<file path="config.mk">
export PLATFORM = sky130hd
export DESIGN_NAME = permchk_top
export DESIGN_NICKNAME = d
export VERILOG_FILES = /design/src/rtl/permchk_pkg.sv /design/src/rtl/permchk_ctl.sv /design/src/rtl/permchk_dp.sv /design/src/rtl/permchk_top.sv
export SDC_FILE = /design/constraint.sdc
export NUM_CORES = 1
export LEC_CHECK = 0
export BUFFER_PORTS_ARGS = -buffer_cell sky130_fd_sc_hd__buf_4
export CAP_MARGIN = 20
export CORE_UTILIZATION = 20
export DETAILED_ROUTE_END_ITERATION = 10
export PLACE_DENSITY = 0.87
export SLEW_MARGIN = 20
export SYNTH_ARGS = -nofsm -noshare
export SYNTH_HDL_FRONTEND = slang
export SYNTH_SLANG_ARGS = --single-unit
</file>
<file path="constraint.sdc">
create_clock -name clk -period 0.8 [get_ports clk]
set_input_delay 0.08 -clock clk [delete_from_list [all_inputs] [get_ports clk]]
set_output_delay 0.08 -clock clk [all_outputs]
set_load 0.005 [all_outputs]
</file>
<file path="src/rtl/permchk_pkg.sv">
package permchk_pkg;

  localparam int PERM_W  = 3;
  localparam int CAUSE_W = 3;
  localparam int FIELD_W = 6;

  localparam int PERM_X  = 0;
  localparam int PERM_W_BIT = 1;
  localparam int PERM_R  = 2;
  localparam int PRIV_BIT = 3;
  localparam int ATTR_LO = 4;
  localparam int ATTR_HI = 5;

  localparam int CAUSE_GUARD = 0;
  localparam int CAUSE_PROT  = 1;
  localparam int CAUSE_STORE = 2;

  typedef enum logic [1:0] {
    ACC_FETCH = 2'b00,
    ACC_LOAD  = 2'b01,
    ACC_STORE = 2'b10,
    ACC_NONE  = 2'b11
  } acc_e;

  typedef struct packed {
    logic              guardHit;
    logic              denyAll;
    logic              useMask;
    logic              isStore;
    logic [PERM_W-1:0] needPerm;
  } ctlStrobes_t;

endpackage

</file>
<file path="src/rtl/permchk_ctl.sv">
module permchk_ctl
  import permchk_pkg::*;
#(
  parameter logic [1:0] IO_ATTR = 2'b11
) (
  input  logic [1:0]  attrField,
  input  logic        privBit,
  input  logic [1:0]  accType,
  input  logic        probState,
  input  logic        partScoped,
  input  logic        userIdx,
  output ctlStrobes_t strobes
);

  acc_e accKind;
  logic isFetch;

  assign accKind = acc_e'(accType);
  assign isFetch = (accKind == ACC_FETCH);

  always_comb begin
    strobes          = '0;
    strobes.guardHit = isFetch && (attrField == IO_ATTR);
    strobes.denyAll  = !partScoped && privBit && probState;
    strobes.useMask  = !(userIdx || privBit || partScoped);
    strobes.isStore  = (accKind == ACC_STORE);
    unique case (accKind)
      ACC_FETCH: strobes.needPerm[PERM_X]     = 1'b1;
      ACC_LOAD:  strobes.needPerm[PERM_R]     = 1'b1;
      ACC_STORE: strobes.needPerm[PERM_W_BIT] = 1'b1;
      ACC_NONE:  strobes.needPerm             = '0;
    endcase
  end

endmodule

</file>
<file path="src/rtl/permchk_dp.sv">
module permchk_dp
  import permchk_pkg::*;
(
  input  logic               clk,
  input  logic               rstN,
  input  logic [PERM_W-1:0]  permBits,
  input  logic [PERM_W-1:0]  authMask,
  input  ctlStrobes_t        strobes,
  output logic [PERM_W-1:0]  grantOut,
  output logic               faultOut,
  output logic [CAUSE_W-1:0] causeOut
);

  logic [PERM_W-1:0]  grantNext;
  logic [PERM_W-1:0]  missing;
  logic               protFault;
  logic [CAUSE_W-1:0] causeNext;

  always_comb begin
    if (strobes.guardHit || strobes.denyAll) begin
      grantNext = '0;
    end else if (strobes.useMask) begin
      grantNext = permBits & authMask;
    end else begin
      grantNext = permBits;
    end
  end

  for (genvar gi = 0; gi < PERM_W; gi++) begin : g_need
    assign missing[gi] = strobes.needPerm[gi] && !grantNext[gi];
  end

  assign protFault = !strobes.guardHit && (|missing);

  always_comb begin
    causeNext              = '0;
    causeNext[CAUSE_GUARD] = strobes.guardHit;
    causeNext[CAUSE_PROT]  = protFault;
    causeNext[CAUSE_STORE] = protFault && strobes.isStore;
  end

  always_ff @(posedge clk or negedge rstN) begin
    if (!rstN) begin
      grantOut <= '0;
      faultOut <= 1'b0;
      causeOut <= '0;
    end else begin
      grantOut <= grantNext;
      faultOut <= strobes.guardHit || protFault;
      causeOut <= causeNext;
    end
  end

endmodule

</file>
<file path="src/rtl/permchk_top.sv">
module permchk_top
  import permchk_pkg::*;
#(
  parameter int         ENTRY_W = 64,
  parameter logic [1:0] IO_ATTR = 2'b11
) (
  input  logic               clk,
  input  logic               rstN,
  input  logic [ENTRY_W-1:0] entryIn,
  input  logic [1:0]         accType,
  input  logic               probState,
  input  logic               partScoped,
  input  logic               userIdx,
  input  logic [2:0]         authMask,
  output logic [2:0]         grantOut,
  output logic               faultOut,
  output logic [2:0]         causeOut
);

  ctlStrobes_t strobes;

  permchk_ctl #(.IO_ATTR(IO_ATTR)) u_ctl (
    .attrField (entryIn[ATTR_HI:ATTR_LO]),
    .privBit   (entryIn[PRIV_BIT]),
    .accType   (accType),
    .probState (probState),
    .partScoped(partScoped),
    .userIdx   (userIdx),
    .strobes   (strobes)
  );

  permchk_dp u_dp (
    .clk     (clk),
    .rstN    (rstN),
    .permBits(entryIn[PERM_W-1:0]),
    .authMask(authMask),
    .strobes (strobes),
    .grantOut(grantOut),
    .faultOut(faultOut),
    .causeOut(causeOut)
  );

endmodule

</file>
==> flow_metrics.py <==
metrics = {
    "status": {
        "status": "finished, violations left",
        "violations": "setup timing",
    },
    "detailed_routing": {
        "drc": 0,
        "routed_wl_um": 734,
        "first_pass_iters": 3,
        "wl_per_cell_um": 10.3,
        "num_vias": 333,
        "drt_iter0_drc": 3,
        "viasPerCell": 4.69,
        "antenna_left": 0,
    },
    "logic_synthesis": {
        "synth_xor_area_share_pct": 0,
        "netlist.area_leader.share_pct": 56.5,
        "synthCells": 25,
        "ys_warn_count": 0,
        "synth_top_family_by_area": "compound AO/OA/AOI/OAI gates",
        "synth_mux_area_share_pct": 0,
        "synthAdderAreaFrac_pct": 0,
        "synth_top_area_cell": "dfrtp_1",
        "synth.distinct_cells": 13,
        "yosys-top-cells-area": "dfrtp_1, o41ai_1, and4bb_4",
        "avgSynthCellArea_um2": 12.4,
        "syn_area_um2": 310,
        "ys_seq_area_share_pct": 56.5,
        "synth-compound-area-share_pct": 22.6,
        "synth-seq-cells": 7,
        "yosys.area_share.simple_pct": 16.9,
        "syn_nets": 99,
    },
    "cts": {
        "cts_tree": "built",
        "path_clk_slew_ns": 0.05,
        "postCtsSetupBuffers": 0,
        "cts_htree_levels": 1,
        "numCtsBuffers": 3,
        "cts-root-buf": "clkbuf_4",
        "clock-sinks": 7,
        "cts_max_path_buffers": 2,
    },
    "timing": {
        "slew_headroom_pct": 80.2,
        "setup_slack_ns": -0.0138,
        "rsz0062_at_grt": "yes",
        "fin_tns_setup_ns": -0.0485,
        "period_share_pct": 102,
        "slew_viol_final": 0,
        "fin_hold_ws_ns": 0.0947,
        "finalHoldViolations": 0,
        "finalSetupViolations": 7,
        "fmax_mhz": 1230,
        "period_needed_ns": 0.814,
        "worst_pin_slew_ns": 0.294,
    },
    "pwr": {
        "sw_frac_of_total_pct": 22.2,
        "intPower_mw": 0.713,
        "power_frac_seq_pct": 43.0,
        "switchingPower_mw": 0.203,
        "power_frac_clock_pct": 33.3,
        "leakage_nw": 0.305,
        "ir_worst_vdd_v": 0.000503,
        "power_density_nw_per_um2": 1470,
        "combPwrFrac_pct": 23.7,
    },
    "worst_setup_path": {
        "cpPeakStageDelay_ns": 0.37,
        "cp-end-kind": "output port",
        "crit_family": "flip-flops",
        "crit_path_cell_trace": "buf_6",
        "cp.required_ns": 0.72,
        "arrival_ns": 0.73,
        "cp_max_fo": 1,
        "crit_path_start_kind": "register",
        "critPathSlowestCell": "dfrtp_1",
        "worstSetupPathType": "reg2out",
        "path_buf_inv": 1,
    },
    "placed_design": {
        "io_buffers": 22,
        "routabilityCongestion": 0.728,
        "place_ws_ns": -0.226,
        "hpwlAfterDp_um": 617,
    },
    "flow_run": {
        "cap_viol_max_count": 0,
    },
    "global_route": {
        "overflow": 0,
        "grt_usage_pct": 12.7,
        "antenna_found_initial": 0,
        "grt_pass1_wl_mm": 1.29,
        "grt_pass1_vias": 358,
        "grt_max_degree": 8,
    },
    "floorplan": {
        "die_h_um": 41.4,
        "design.die.area_um2": 1710,
        "core_um2": 1370,
        "initial_core_util_pct": 22.7,
        "std_cell_rows": 13,
        "ios": 81,
        "dieWidth_um": 41.4,
    },
    "layout": {
        "layout.nets": 131,
        "final-seq-area_um2": 175,
        "fill_cells": 145,
        "multi_input_area_um2": 156,
        "area_growth_pct": 101,
        "drive_above_1_share_pct": 66.1,
        "n_antenna_cell": 0,
    },
    "worst_hold_path": {
        "min_path_type": "in2reg",
    },
}
==> final timing paths <==
path                               endpoint  slack (ns)     startpoint  depth (start not counted)
max                                faultOut       -0.01  u_dp.faultOut                          1
min                        u_dp.grantOut[0]        0.09     entryIn[0]                          3
max in group asynchronous  u_dp.grantOut[2]        0.51           rstN                          2
min in group asynchronous  u_dp.causeOut[1]        0.18           rstN                          2
==> state kept, by name, summed over array words and instances, names as in the netlist <==
name / count
u_dp.grantOut: 3
u_dp.causeOut: 3
u_dp.faultOut: 1
==> what timing repair did <==
item | 4_1_cts | 5_1_grt
gates cloned | 0 | 0
gates resized for setup | 7 | 3
hold endpoints to repair | 7 | 0
hold buffers | 1 | 0
setup endpoints to repair | 7 | 9
==> power by group through the flow <==
stage	logic (mW)	registers (mW)	clock network, mW
floorplan	0.0551	0.397	0
detailed placement	0.192	0.394	0
CTS	0.212	0.394	0.318
global route	0.242	0.394	0.356
finish	0.217	0.394	0.305
global placement	0.187	0.394	0
==> synthesized netlist by cell type <==
master / instances
o211ai_1: 2
buf_2: 1
or2_2: 1
inv_1: 2
o41ai_1: 3
o21ai_1: 1
and4bb_4: 1
and3b_1: 1
nor2b_1: 1
dfrtp_1: 7
nor3_1: 3
o311ai_2: 1
o21bai_1: 1
==> layout by cell type (no fill, tap or decap) <==
cell type      count
o41ai_2            3
buf_6              7
clkbuf_1           1
and4bb_4           1
buf_4             20
or2_2              1
dfrtp_1            7
and3b_2            1
o21ai_1            1
inv_1              2
clkbuf_4           3
nor2b_1            1
o211ai_1           2
o21bai_1           1
nor3_1             3
dlygate4sd3_1      1
o311ai_4           1
==> metal layers <==
layer	GRT usage [%]	vias up	wire, um
met2	22.7	25	366
met3	2.13	4	79
met1	10.1	146	243
met4	16.9	0	45
met5	0	-	0
li1	-	158	-
==> through the flow <==
stage                     area, um^2  utilization (%)  power (mW)  instances
after global placement           544             39.8       0.581         66
after global routing             623             45.6       0.992         71
final                            623             45.6       0.916         71
after CTS                        607             44.4       0.923         71
after floorplan                  334                -       0.452         25
after detailed placement         544             39.8       0.586         66
==> cells by family after synthesis <==
family / Yosys count
AOI/OAI and AO/OA: 8
DFF: 7
and+or+nand+nor: 7
buffers and inverters: 3
==> layout make-up <==
type,instances,share of cell area [%]
Clock buffer,4,4.22
Timing Repair Buffer,28,38.4
Tap cell,15,3.01
Sequential cell,7,28.1
Multi-Input combinational cell,15,25.1
Inverter,2,1.20
Note: power is estimated with default switching activity, not from simulation.
